File: src/rtl/lcdseg_pkg.sv
package lcdseg_pkg;
  typedef enum logic [1:0] {
    LVL_LOW  = 2'b00,
    LVL_MID  = 2'b01,
    LVL_HIGH = 2'b10
  } lvl_t;
endpackage

File: src/rtl/lcdseg_shift_chain.sv
module lcdseg_shift_chain #(
  parameter int HALF = 160
) (
  input  logic            clk,
  input  logic            rst,
  input  logic            shift_en,
  input  logic            ser_in,
  input  logic            load_in,
  output logic [HALF-1:0] lat_a,
  output logic [HALF-1:0] lat_b,
  output logic            ser_out
);
  localparam int TOTAL = 2 * HALF;

  logic [TOTAL-1:0] chain;

  // stage 0 receives the new bit; the top stage feeds the next device
  always_ff @(posedge clk) begin
    if (rst) chain <= '0;
    else if (shift_en) chain <= {chain[TOTAL-2:0], ser_in};
  end

  always_ff @(posedge clk) begin
    if (rst) begin
      lat_a <= '0;
      lat_b <= '0;
    end else if (load_in) begin
      lat_a <= chain[HALF-1:0];
      lat_b <= chain[TOTAL-1:HALF];
    end
  end

  assign ser_out = chain[TOTAL-1];
endmodule

File: src/rtl/lcdseg_frame_timer.sv
module lcdseg_frame_timer #(
  parameter int INT_DIV = 4,
  parameter int DIV_LOG = 6
) (
  input  logic       clk,
  input  logic       rst,
  input  logic       osc_sel,
  input  logic       ext_tick,
  input  logic       div_sel,
  input  logic       slave_mode,
  input  logic       sync_in,
  output logic [1:0] phase
);
  localparam int IW    = (INT_DIV > 1) ? $clog2(INT_DIV) : 1;
  localparam int PW    = DIV_LOG + 1;
  localparam logic [PW-1:0] LIM_SHORT = PW'((1 << DIV_LOG) - 1);
  localparam logic [PW-1:0] LIM_LONG  = PW'((1 << PW) - 1);

  logic [IW-1:0] icnt;
  logic          int_tick;
  logic          ref_tick;
  logic [PW-1:0] pre;
  logic [PW-1:0] limit;
  logic          sync_q;
  logic          sync_rise;

  assign int_tick  = (icnt == IW'(INT_DIV - 1));
  assign ref_tick  = osc_sel ? int_tick : ext_tick;
  assign limit     = div_sel ? LIM_LONG : LIM_SHORT;
  assign sync_rise = sync_in & ~sync_q;

  always_ff @(posedge clk) begin
    if (rst) icnt <= '0;
    else if (int_tick) icnt <= '0;
    else icnt <= icnt + 1'b1;
  end

  always_ff @(posedge clk) begin
    if (rst) sync_q <= 1'b0;
    else sync_q <= sync_in;
  end

  always_ff @(posedge clk) begin
    if (rst) begin
      pre   <= '0;
      phase <= '0;
    end else if (slave_mode && sync_rise) begin
      pre   <= '0;
      phase <= '0;
    end else if (ref_tick) begin
      if (pre == limit) begin
        pre   <= '0;
        phase <= phase + 1'b1;
      end else begin
        pre <= pre + 1'b1;
      end
    end
  end
endmodule

File: src/rtl/lcdseg_drive_out.sv
module lcdseg_drive_out
  import lcdseg_pkg::*;
#(
  parameter int HALF = 160
) (
  input  logic            clk,
  input  logic            rst,
  input  logic [1:0]      phase,
  input  logic            duty_mode,
  input  logic            blank_in,
  input  logic            test_in,
  input  logic [HALF-1:0] lat_a,
  input  logic [HALF-1:0] lat_b,
  output logic [HALF-1:0] seg_out,
  output logic [1:0]      com_a,
  output logic [1:0]      com_b,
  output logic            sync_out
);
  logic            pol;
  logic            use_b;
  logic [HALF-1:0] seg_nxt;
  lvl_t            lvl_sel;
  lvl_t            com_a_nxt;
  lvl_t            com_b_nxt;

  assign pol     = phase[0];
  assign use_b   = duty_mode & phase[1];
  assign lvl_sel = pol ? LVL_HIGH : LVL_LOW;

  for (genvar i = 0; i < HALF; i++) begin : g_seg
    logic bit_data;
    logic bit_forced;
    always_comb begin
      bit_data   = use_b ? lat_b[i] : lat_a[i];
      bit_forced = blank_in ? 1'b0 : (test_in ? 1'b1 : bit_data);
      seg_nxt[i] = bit_forced ^ pol;
    end
  end

  always_comb begin
    if (!duty_mode) begin
      com_a_nxt = lvl_sel;
      com_b_nxt = lvl_sel;
    end else if (phase[1]) begin
      com_a_nxt = LVL_MID;
      com_b_nxt = lvl_sel;
    end else begin
      com_a_nxt = lvl_sel;
      com_b_nxt = LVL_MID;
    end
  end

  always_ff @(posedge clk) begin
    if (rst) begin
      seg_out  <= '0;
      com_a    <= LVL_LOW;
      com_b    <= LVL_LOW;
      sync_out <= 1'b0;
    end else begin
      seg_out  <= seg_nxt;
      com_a    <= com_a_nxt;
      com_b    <= com_b_nxt;
      sync_out <= duty_mode && (phase == 2'd0);
    end
  end
endmodule

File: src/rtl/seg_lcd_driver.sv
module seg_lcd_driver #(
  parameter int HALF    = 160,
  parameter int INT_DIV = 4,
  parameter int DIV_LOG = 6
) (
  input  logic            clk,
  input  logic            rst,
  input  logic            shift_en,
  input  logic            ser_in,
  input  logic            load_in,
  input  logic            duty_mode,
  input  logic            div_sel,
  input  logic            osc_sel,
  input  logic            slave_mode,
  input  logic            ext_tick,
  input  logic            sync_in,
  input  logic            blank_in,
  input  logic            test_in,
  output logic [HALF-1:0] seg_out,
  output logic [1:0]      com_a,
  output logic [1:0]      com_b,
  output logic            sync_out,
  output logic            ser_out,
  output logic            shift_out,
  output logic            load_out,
  output logic            blank_out,
  output logic            test_out
);
  logic [HALF-1:0] lat_a;
  logic [HALF-1:0] lat_b;
  logic [1:0]      phase;

  lcdseg_shift_chain #(.HALF(HALF)) u_chain (
    .clk(clk), .rst(rst), .shift_en(shift_en), .ser_in(ser_in),
    .load_in(load_in), .lat_a(lat_a), .lat_b(lat_b), .ser_out(ser_out)
  );

  lcdseg_frame_timer #(.INT_DIV(INT_DIV), .DIV_LOG(DIV_LOG)) u_timer (
    .clk(clk), .rst(rst), .osc_sel(osc_sel), .ext_tick(ext_tick),
    .div_sel(div_sel), .slave_mode(slave_mode), .sync_in(sync_in),
    .phase(phase)
  );

  lcdseg_drive_out #(.HALF(HALF)) u_drive (
    .clk(clk), .rst(rst), .phase(phase), .duty_mode(duty_mode),
    .blank_in(blank_in), .test_in(test_in), .lat_a(lat_a), .lat_b(lat_b),
    .seg_out(seg_out), .com_a(com_a), .com_b(com_b), .sync_out(sync_out)
  );

  // cascade repeaters, one register each
  always_ff @(posedge clk) begin
    if (rst) begin
      shift_out <= 1'b0;
      load_out  <= 1'b0;
      blank_out <= 1'b0;
      test_out  <= 1'b0;
    end else begin
      shift_out <= shift_en;
      load_out  <= load_in;
      blank_out <= blank_in;
      test_out  <= test_in;
    end
  end
endmodule

File: config.mk
export PLATFORM = sky130hd
export DESIGN_NAME = seg_lcd_driver
export DESIGN_NICKNAME = d
export VERILOG_FILES = /design/src/rtl/lcdseg_pkg.sv /design/src/rtl/lcdseg_shift_chain.sv /design/src/rtl/lcdseg_frame_timer.sv /design/src/rtl/lcdseg_drive_out.sv /design/src/rtl/seg_lcd_driver.sv
export SDC_FILE = /design/constraint.sdc
export NUM_CORES = 1
export LEC_CHECK = 0
export CELL_PAD_IN_SITES_DETAIL_PLACEMENT = 0
export CELL_PAD_IN_SITES_GLOBAL_PLACEMENT = 1
export CORE_UTILIZATION = 38
export DETAILED_ROUTE_END_ITERATION = 6
export PLACE_DENSITY = 0.78
export SETUP_SLACK_MARGIN = 0.4
export SKIP_CTS_REPAIR_TIMING = 1
export SLEW_MARGIN = 0
export SYNTH_ARGS = -nofsm -noshare
export SYNTH_HDL_FRONTEND = slang
export SYNTH_HIERARCHICAL = 1
export SYNTH_SLANG_ARGS = --single-unit
export TNS_END_PERCENT = 100
File: constraint.sdc
create_clock -name clk -period 1.4 [get_ports clk]
set_input_delay 0.21 -clock clk [delete_from_list [all_inputs] [get_ports clk]]
set_output_delay 0.21 -clock clk [all_outputs]
set_load 0.03 [all_outputs]
==> parameters.txt <==
Parameter                              Value

Yosys
  Nets in the synthesized netlist ... 3,099
  Async set-reset flop share out of synthesis ... 0%
  Avg Inst Size Synth ... 10.7 um2
  EDFF count, synth ... 0
  Main flop type after synthesis ... dfxtp_1
  #FFs+latches synth ... 821
  Warning count from the yosys run ... 6
  Mapped Area ... 33,000 um2
  Gate count after technology mapping ... 3,084
  Proportion of synthesized chip area in sequential cells ... 49.8%
  Number of distinct standard cells referenced by the synthesized netlist ... 34

Timing
  Pins Over Slew Limit ... 0
  Period Utilization, post-route ... 110%
  Transition at the pin with the smallest max-transition slack ... 504 ps
  Final Critical Period ... 1540 ps
  Finish-stage setup viols ... 117
  RSZ-0062 raised after global routing ... yes
  Count of endpoints failing hold in the final timing report ... 0
  Max-Slew Margin vs Limit ... 66.2%
  Upper clock frequency limit ... 648 MHz
  Worst-case setup margin in the final layout ... -143 ps
  Worst setup skew after layout ... 19.7 ps

Layout
  Ratio of cells with drive above 1 in the final layout ... 26.2%
  Post-layout instance count excluding filler cells ... 4,485
  Area grow syn2layout ... 23.3%
  Nets ... 3,291
  Leading cell types in the layout, fill and taps excluded ... nor2_1, mux2i_1, dfxtp_1
  Final design utilization ... 47.5%
  Number of diodes added for antenna fixing ... 0
  Leading cell type in the layout, fill and taps excluded ... nor2_1

Worst setup path
  Type of the setup path with the least slack ... flop to flop
  Sort of element at the start of the critical path ... flop
  Reg2Reg Depth ... 6
  Biggest fanout along the worst timing path ... 7
  Critical Path Sink Type ... flop
  Required time of the critical path ... 1950 ps
  Arr. time, crit path ... 2090 ps

Clocking
  Clock tree root driver cell ... clkbuf_16
  Clock tree from TritonCTS ... yes
  Max Buffers Root-to-Sink ... 3
  CTS buffer count ... 86
  Number of H-tree levels ... 3
  Clock latency of the later-clocked register in the worst-skew pair ... 630 ps
  Clock-pin slew reported for the worst setup and hold paths after clock tree synthesis ... 60 ps
  Clock Sinks ... 821

Detailed routing
  Post-route DRC violation count ... 0
  Wirelength, routed ... 74.3 mm
  Number of optimization iterations in the first detailed-route pass ... 4
  Vias ... 21,900
  Post-DR vias/cell ... 4.88
  Post-DR wirelength/cell ... 16.6 um
  Number of DRC markers after the initial detailed-route iteration ... 1,156
  Antenna Nets Post-Route ... 0

GRT
  Met1 capacity usage during global routing ... 23.6%
  Global-route layer with the greatest usage ... met2
  Grt ovf ... 0
  Met3 Use GR ... 2.53%
  Number of global-route vias before repair ... 21,600
  Met2 Usage GRT ... 25.9%
  Number of antenna violations at the first check in global routing ... 0
  Pin count of the biggest net entering global routing ... 94
  Global Route Usage Sum ... 16.7%
  Global-route wire length before repair ... 119 mm

Placed design
  IO buf count ... 182
  Placed cell count ... 4,319
  Minimum setup slack after placement ... -249 ps
  Detailed placement HPWL ... 46.2 mm
  RD Place Congestion ... 0.747

Floorplan
  Die outline height ... 297 um
  Starting Density ... 38.5%
  Area of the core ... 85,500 um2
  Number of primary I/O pins ... 183
  Chip width ... 297 um
  Site Rows ... 107
  Overall die area ... 88,000 um2

Run
  Max-cap viol count ... 0

Power and ir drop
  Maximum VDD drop ... 0.957 mV
  Power density cells ... 1250 nW/um2
  Leakage ... 0.0171 uW

Outcome
  Violated checks ... setup timing
  Result of the run ... finished with violations

Worst hold path
  Worst min-delay path class ... primary input to flop
  Number of cells on the worst hold path ... 3
metrics by stage:
stage               TNS (ps)  power, uW  cell area [um2]  hold WS [ps]
floorplan               -913      27100            33500           274
global placement       -7040      28200            37000           420
detailed placement     -8210      28200            37000           433
CTS                   -90900      51500            39900          -248
global route          -13300      53000            40700         0.254
finish                 -4800      50900            40700          21.3
synth_stat cells (2+ instances only):
| cell type | instances | area (um2) |
|---|---|---|
| buf_4 | 6 | 45.0 |
| buf_2 | 70 | 350 |
| a211oi_1 | 242 | 1820 |
| inv_1 | 2 | 7.51 |
| buf_1 | 14 | 52.6 |
| or3_1 | 2 | 12.5 |
| ha_1 | 2 | 25.0 |
| nor2b_1 | 8 | 50.1 |
| buf_6 | 13 | 146 |
| nand2_1 | 4 | 15.0 |
| nor2_1 | 809 | 3040 |
| xnor2_1 | 2 | 17.5 |
| buf_12 | 66 | 1320 |
| a21oi_1 | 2 | 10.0 |
| nor3b_1 | 2 | 15.0 |
| nand3_1 | 3 | 15.0 |
| mux2i_1 | 802 | 8030 |
| and3_1 | 2 | 12.5 |
| xor2_1 | 3 | 26.3 |
| clkbuf_1 | 118 | 443 |
| dfxtp_1 | 821 | 16400 |
| a211oi_2 | 78 | 976 |
| nand2b_1 | 2 | 12.5 |
kinds of logic after synthesis:
logic type	synth area share, %
multiplexers	24.4
AO/OA/AOI/OAI	8.56
AND/OR/NAND/NOR	9.79
flip-flops	49.8
buffers and inverters	7.18
adder cells (fa/ha/maj)	0.0759
XOR/XNOR	0.133
power by group:
part           switching (uW)  internal (uW)  leakage (uW)  total (uW)
clock                    9420          13700       0.00144       23100
sequential                132          23600       0.00671       23700
combinational            2320           1770       0.00893        4090
sequential cells by signal (all words and copies together), names as in the netlist:
| name | count |
|---|---|
| test_out | 1 |
| u_chain/chain | 320 |
| u_timer/icnt | 2 |
| u_timer/sync_q | 1 |
| u_timer/pre | 7 |
| u_drive/com_b | 2 |
| u_chain/lat_b | 160 |
| blank_out | 1 |
| shift_out | 1 |
| u_chain/lat_a | 160 |
| u_timer/phase | 2 |
| u_drive/sync_out | 1 |
| u_drive/com_a | 2 |
| load_out | 1 |
| u_drive/seg_out | 160 |
final cells by class:
class	instances	area, um2
well taps	1144	1430
clock buffers	130	2620
clock inverters	23	285
repair buffers	391	4840
inverters	2	7.51
fillers	7825	44900
flip-flops and latches	821	16700
multi-input cells	1974	14800
layer usage:
metal  vias to the layer above  wire length (um)
li1                      11000                 -
met1                     10500             36900
met2                       288             33300
met3                        95              2640
met4                         0              1490
met5                         -                 0
final timing paths:
check / end / from / slack (ps)
worst max-delay path: u_drive/seg_out[52] / u_timer/phase[1] / -140
worst max register to register: u_drive/seg_out[52] / u_timer/phase[1] / -140
worst min register to register: u_timer/icnt[0] / u_timer/icnt[0] / 440
worst min-delay path: u_chain/lat_b[2] / rst / 20
critical path: stages, from the launching register on:
cell and delay, ps:
dfxtp_4 380, and2_4 180, buf_12 150, buf_12 140, a211oi_2 200, buf_4 170, mux2i_1 220
Power figures use the tool's default switching activity.
